## src/rtl/panel_seq_pkg.sv

```systemverilog
package panel_seq_pkg;

    localparam int STEP_AW = 4;
    localparam logic [STEP_AW-1:0] ON_BASE  = 4'd0;
    localparam logic [STEP_AW-1:0] OFF_BASE = 4'd10;

    typedef struct packed {
        logic [7:0]  cmd;
        logic [1:0]  nbytes;
        logic [15:0] payload;
        logic        pause;   // wait after completion
        logic        fatal;   // an error here aborts the run
        logic        last;    // final step of its list
    } step_t;

    typedef enum logic [1:0] {
        ST_IDLE = 2'd0,
        ST_REQ  = 2'd1,
        ST_WAIT = 2'd2
    } seq_st_e;

    function automatic step_t mk_step(input logic [7:0] c, input logic [1:0] n,
                                      input logic [15:0] v, input logic p,
                                      input logic f, input logic l);
        step_t s;
        s.cmd     = c;
        s.nbytes  = n;
        s.payload = v;
        s.pause   = p;
        s.fatal   = f;
        s.last    = l;
        return s;
    endfunction

endpackage

```

## src/rtl/panel_seq_rom.sv

```systemverilog
module panel_seq_rom
    import panel_seq_pkg::*;
#(
    parameter int AW = STEP_AW
) (
    input  logic [AW-1:0] idx,
    output step_t         step
);
    always_comb begin
        unique case (idx)
            // bring-up: opening zero commands, each followed by a wait
            4'd0:    step = mk_step(8'h00, 2'd0, 16'h0000, 1'b1, 1'b1, 1'b0);
            4'd1:    step = mk_step(8'h00, 2'd0, 16'h0000, 1'b1, 1'b1, 1'b0);
            4'd2:    step = mk_step(8'h00, 2'd0, 16'h0000, 1'b1, 1'b1, 1'b0);
            4'd3:    step = mk_step(8'hB0, 2'd1, 16'h0017, 1'b0, 1'b0, 1'b0);
            4'd4:    step = mk_step(8'hBC, 2'd1, 16'h0080, 1'b0, 1'b0, 1'b0);
            4'd5:    step = mk_step(8'h3B, 2'd1, 16'h0000, 1'b0, 1'b0, 1'b0);
            4'd6:    step = mk_step(8'hB0, 2'd1, 16'h0016, 1'b0, 1'b0, 1'b0);
            4'd7:    step = mk_step(8'hB8, 2'd2, 16'hFFF9, 1'b0, 1'b0, 1'b0);
            4'd8:    step = mk_step(8'h11, 2'd0, 16'h0000, 1'b0, 1'b0, 1'b0);
            4'd9:    step = mk_step(8'h29, 2'd0, 16'h0000, 1'b0, 1'b0, 1'b1);
            // shutdown
            4'd10:   step = mk_step(8'h28, 2'd0, 16'h0000, 1'b0, 1'b0, 1'b0);
            4'd11:   step = mk_step(8'hB8, 2'd2, 16'h8002, 1'b0, 1'b0, 1'b0);
            4'd12:   step = mk_step(8'h10, 2'd0, 16'h0000, 1'b0, 1'b0, 1'b0);
            4'd13:   step = mk_step(8'hB0, 2'd1, 16'h0000, 1'b0, 1'b0, 1'b1);
            default: step = mk_step(8'h00, 2'd0, 16'h0000, 1'b0, 1'b0, 1'b1);
        endcase
    end
endmodule

```

## src/rtl/panel_seq_timer.sv

```systemverilog
module panel_seq_timer #(
    parameter int CLK_HZ  = 100_000_000,
    parameter int WAIT_MS = 1
) (
    input  logic clk,
    input  logic rst_n,
    input  logic run,
    output logic expired
);
    localparam int WAIT_CYC = (CLK_HZ / 1000) * WAIT_MS;
    localparam int CW       = $clog2(WAIT_CYC + 1);
    localparam logic [CW-1:0] LAST_CNT = CW'(WAIT_CYC - 1);

    logic [CW-1:0] cnt_d, cnt_q;

    assign expired = run && (cnt_q == LAST_CNT);

    always_comb begin
        cnt_d = cnt_q;
        if (!run || expired) cnt_d = '0;
        else                 cnt_d = cnt_q + CW'(1);
    end

    always_ff @(posedge clk or negedge rst_n) begin
        if (!rst_n) cnt_q <= '0;
        else        cnt_q <= cnt_d;
    end

    assert_cnt_bound_R2: assert property (@(posedge clk) disable iff (!rst_n)
        cnt_q <= LAST_CNT);
endmodule

```

## src/rtl/panel_pwr_seq.sv

```systemverilog
module panel_pwr_seq
    import panel_seq_pkg::*;
#(
    parameter int CLK_HZ  = 100_000_000,
    parameter int WAIT_MS = 1
) (
    input  logic        clk,
    input  logic        rst_n,
    input  logic        start_on,
    input  logic        start_off,
    output logic        req_valid,
    output logic [7:0]  req_cmd,
    output logic [1:0]  req_nbytes,
    output logic [15:0] req_data,
    input  logic        wr_done,
    input  logic        wr_err,
    output logic        active,
    output logic        busy,
    output logic        error
);
    localparam int AW = STEP_AW;
    localparam logic [AW-1:0] ONE = AW'(1);

    typedef struct packed {
        seq_st_e       st;
        logic [AW-1:0] idx;
        logic          on_seq;
        logic          acc_err;
        logic          active;
        logic          error;
    } ctl_t;

    ctl_t  d, q;
    step_t cur_step;
    logic  tmr_run, tmr_exp, step_end, acc_n;

    panel_seq_rom #(.AW(AW)) u_rom (
        .idx  (q.idx),
        .step (cur_step)
    );

    panel_seq_timer #(.CLK_HZ(CLK_HZ), .WAIT_MS(WAIT_MS)) u_tmr (
        .clk     (clk),
        .rst_n   (rst_n),
        .run     (tmr_run),
        .expired (tmr_exp)
    );

    always_comb begin
        d        = q;
        tmr_run  = (q.st == ST_WAIT);
        step_end = 1'b0;
        acc_n    = q.acc_err | (wr_err & q.on_seq);
        unique case (q.st)
            ST_IDLE: begin
                if (start_on && !q.active) begin
                    d.st      = ST_REQ;
                    d.idx     = ON_BASE;
                    d.on_seq  = 1'b1;
                    d.acc_err = 1'b0;
                    d.error   = 1'b0;
                end else if (start_off && q.active) begin
                    d.st      = ST_REQ;
                    d.idx     = OFF_BASE;
                    d.on_seq  = 1'b0;
                    d.acc_err = 1'b0;
                    d.error   = 1'b0;
                end
            end
            ST_REQ: begin
                if (wr_done) begin
                    if (wr_err && cur_step.fatal) begin
                        d.st    = ST_IDLE;
                        d.error = 1'b1;
                    end else begin
                        d.acc_err = acc_n;
                        if (cur_step.pause) d.st = ST_WAIT;
                        else                step_end = 1'b1;
                    end
                end
            end
            ST_WAIT: begin
                if (tmr_exp) step_end = 1'b1;
            end
            default: d.st = ST_IDLE;
        endcase
        if (step_end) begin
            if (cur_step.last) begin
                d.st     = ST_IDLE;
                d.active = q.on_seq;
                d.error  = d.acc_err;
            end else begin
                d.st  = ST_REQ;
                d.idx = q.idx + ONE;
            end
        end
    end

    always_ff @(posedge clk or negedge rst_n) begin
        if (!rst_n) begin
            q.st      <= ST_IDLE;
            q.idx     <= '0;
            q.on_seq  <= 1'b0;
            q.acc_err <= 1'b0;
            q.active  <= 1'b0;
            q.error   <= 1'b0;
        end else begin
            q <= d;
        end
    end

    assign req_valid  = (q.st == ST_REQ);
    assign req_cmd    = cur_step.cmd;
    assign req_nbytes = cur_step.nbytes;
    assign req_data   = cur_step.payload;
    assign busy       = (q.st != ST_IDLE);
    assign active     = q.active;
    assign error      = q.error;

    assert_req_hold_R9: assert property (@(posedge clk) disable iff (!rst_n)
        req_valid && !wr_done |=> req_valid && $stable(req_cmd)
                                  && $stable(req_nbytes) && $stable(req_data));

    assert_req_busy_R9: assert property (@(posedge clk) disable iff (!rst_n)
        req_valid |-> busy);

    assert_abort_R3: assert property (@(posedge clk) disable iff (!rst_n)
        req_valid && wr_done && wr_err && cur_step.fatal |=> !busy && error && !active);

    assert_ign_on_R7: assert property (@(posedge clk) disable iff (!rst_n)
        !busy && active && start_on && !start_off |=> !busy);

    assert_ign_off_R7: assert property (@(posedge clk) disable iff (!rst_n)
        !busy && !active && start_off && !start_on |=> !busy);

    assert_active_end_R4: assert property (@(posedge clk) disable iff (!rst_n)
        !$stable(active) |-> $past(busy) && !busy);

    assert_err_clear_R10: assert property (@(posedge clk) disable iff (!rst_n)
        !busy && start_on && !active |=> busy && !error);
endmodule

```

## config.mk

```make
export PLATFORM = sky130hd
export DESIGN_NAME = panel_pwr_seq
export DESIGN_NICKNAME = d
export VERILOG_FILES = /design/src/rtl/panel_seq_pkg.sv /design/src/rtl/panel_seq_rom.sv /design/src/rtl/panel_seq_timer.sv /design/src/rtl/panel_pwr_seq.sv
export SDC_FILE = /design/constraint.sdc
export NUM_CORES = 1
export LEC_CHECK = 0
export BUFFER_PORTS_ARGS = -buffer_cell sky130_fd_sc_hd__buf_2
export CAP_MARGIN = 20
export CORE_ASPECT_RATIO = 2
export CORE_MARGIN = 3
export CORE_UTILIZATION = 52
export CTS_CLUSTER_DIAMETER = 50
export CTS_CLUSTER_SIZE = 28
export DETAILED_ROUTE_END_ITERATION = 12
export PLACE_DENSITY_LB_ADDON = 0.15
export SLEW_MARGIN = 40
export SYNTH_ARGS = -nofsm -noshare
export SYNTH_HDL_FRONTEND = slang
export SYNTH_SLANG_ARGS = --single-unit
```

## constraint.sdc

```tcl
create_clock -name clk -period 2.8 [get_ports clk]
set_clock_uncertainty 0.2 [all_clocks]
set_input_delay 0.84 -clock clk [delete_from_list [all_inputs] [get_ports clk]]
set_output_delay 0.84 -clock clk [all_outputs]
set_load 0.03 [all_outputs]
```

==> impl_metrics.ini <==
[outcome]
outcome = finished clean

[clock_tree]
root_buffer = clkbuf_8
cts-htree-levels = 1
cts_max_path_buffers = 2
clk_pin_slew_ns = 0.09
clk_latency_ns = 0.27
numCtsBuffers = 3
cts.sinks = 27
cts_tree = built
cts_setup_buffers = 0
ctsHoldBuffers = 0

[setup_path]
endpoint_kind = output port
crit_fanout = 6
start_kind = register
crit_type = register to output port
ff2ff_path_depth = 5
cp.arrival_ns = 1.66
cp.required_ns = 1.76

[floorplanning]
core_mm2 = 0.00342
die_h_um = 90.9
pin_count = 36
dieArea_mm2 = 0.00440
die_w_um = 48.4
start_util_pct = 54.8
num_rows = 30

[timing]
fmax_mhz = 371
period_share_pct = 96.4
setup_violations = 0
period_needed_ns = 2.70
drv_slew = 0
setup_tns_ns = 0
rsz0062_at_grt = true
finalHoldViolCount = 0
slew_headroom_pct = 60.0
worstMarginPinSlew_ns = 0.600

[yosys]
synth-edff-count = 0
synthCells = 206
synth.avg_cell_area_um2 = 9.09
async_flop_share_pct = 100
yosysWarnings = 0
seq_area_frac_synth_pct = 36.1
syn_area_mm2 = 0.00187
dominantRegCellSynth = dfrtp_1
synth.net_count = 224
synth-seq-cells = 27
synth.distinct_cells = 50

[placed_design]
place_inst = 275
place_area_mm2 = 0.00202
hpwl_um = 3240
gp_congestion = 0.893
placement.io_buffers = 34

[drt]
routed_wl_um = 4090
viasPerCell = 5.51
wl_per_cell_um = 14.7
drc_errors = 0
final_antenna_net_count = 0
vias = 1537
drtIter0Drc = 33
drtPass1Iterations = 4

[grt]
antenna_found_initial = 0
grt_pass1_wl_um = 6810
grt_max_degree = 28
grt.overflow.total = 0
grt_util_all_layers_pct = 19.1
grt_pass1_vias = 1561

[final_layout]
diodes = 0
layout-drive-gt1-share_pct = 23.8
area_growth_pct = 11.1
final_area_mm2 = 0.00208
mostFrequentLayoutCells = buf_2 (31), dfrtp_1 (27), nand2_1 (21)
fillCellCount = 311
nets = 250
final_common_cell = buf_2
instances_no_fill = 279

[power]
power.leakage_nw = 1.00
finalPower_mw = 0.938
ir_drop_mv = 0.444
power_density_mw_per_mm2 = 451

[flow_run]
cap_violations = 0

[worst_hold_path]
min_path_cells = 1
hold_path.class = register to register
==> per-layer routing <==
layer | vias up | global-route usage (%) | wire length [µm]
met1 | 751 | 17.7 | 1480
met2 | 22 | 39.5 | 2490
met4 | 0 | 8.08 | 49
met3 | 5 | 2.15 | 78
met5 | - | 0 | 0
li1 | 759 | - | -
==> final timing paths <==
path	to	slack [ns]	startpoint
worst min-delay path	u_tmr.cnt_q[0]	0.30	u_tmr.cnt_q[0]
max in group asynchronous	u_tmr.cnt_q[2]	1.65	rst_n
worst max register to register	active	0.54	u_tmr.cnt_q[0]
min in group asynchronous	u_tmr.cnt_q[5]	0.37	rst_n
worst max-delay path	req_cmd[5]	0.10	q[5]
worst min register to register	u_tmr.cnt_q[0]	0.30	u_tmr.cnt_q[0]
==> flip-flops by register name, indices dropped and copies added (netlist names) <==
name and flops:
error 1, q 8, active 1, u_tmr.cnt_q 17
==> kinds of logic after synthesis <==
family / share of synthesized area (%)
xor gates and xnor gates: 6.08
other: 0.200
muxes: 5.21
AOI/OAI and AO/OA: 12.7
DFF: 36.1
buffers and inverters: 8.69
adders and majority gates: 8.02
and+or+nand+nor: 23.0
==> report_power, final <==
| group | leakage [nW] | total [mW] | internal [mW] | switching, mW |
|---|---|---|---|---|
| Clock | 0.0228 | 0.223 | 0.102 | 0.121 |
| Combinational | 0.611 | 0.278 | 0.0933 | 0.184 |
| Sequential | 0.368 | 0.438 | 0.417 | 0.0209 |
==> synthesized netlist by cell type, drive strengths merged, types with 2 or more instances <==
library cell,n,area (µm²)
xor2,6,52.6
nand4,8,65.1
nor2,20,75.1
nor4,2,12.5
nand3,7,40.0
mux2i,6,60.1
a21o,3,22.5
o21ai,6,30.0
a31oi,2,12.5
or3,2,17.5
and3,3,18.8
nand2b,4,25.0
ha,12,150
buf,14,110
nand2,21,78.8
xnor2,7,61.3
o22ai,2,12.5
a21oi,10,50.1
dfrtp,27,676
inv,11,41.3
nor4b,2,17.5
nor2b,2,12.5
mux2,3,37.5
nor3,2,10.0
clkbuf,3,11.3
a22oi,2,15.0
and4,4,36.3
==> final cells by class <==
type / instances / area [µm²] / share of cell area (%)
multi-input cells: 151 / 1050 / 50.3
clock buffers: 4 / 45.0 / 2.17
well taps: 48 / 60.1 / 2.89
flip-flops and latches: 27 / 676 / 32.5
inverters: 11 / 41.3 / 1.99
repair buffers: 38 / 211 / 10.2
==> worst max-delay path: stages, from the launching register on <==
cell and delay [ns]:
dfrtp_1 0.38, ha_2 0.23, inv_1 0.06, ha_1 0.21
nor2b_2 0.18, a31oi_1 0.14, buf_4 0.18
==> metrics by stage <==
stage	setup slack [ns]	hold slack [ns]	utilization (%)
after floorplan	0.00653	0.253	-
after global placement	0.380	0.265	59.1
after detailed placement	0.343	0.283	59.1
after CTS	0.0298	0.299	60.4
after global routing	-0.0289	0.309	60.9
final	0.101	0.296	60.9
==> timing repair <==
item,4_1_cts,5_1_grt
resized for setup,0,9
endpoints found under the setup margin,0,4
endpoints found under the hold margin,0,0
Power figures use the tool's default switching activity.
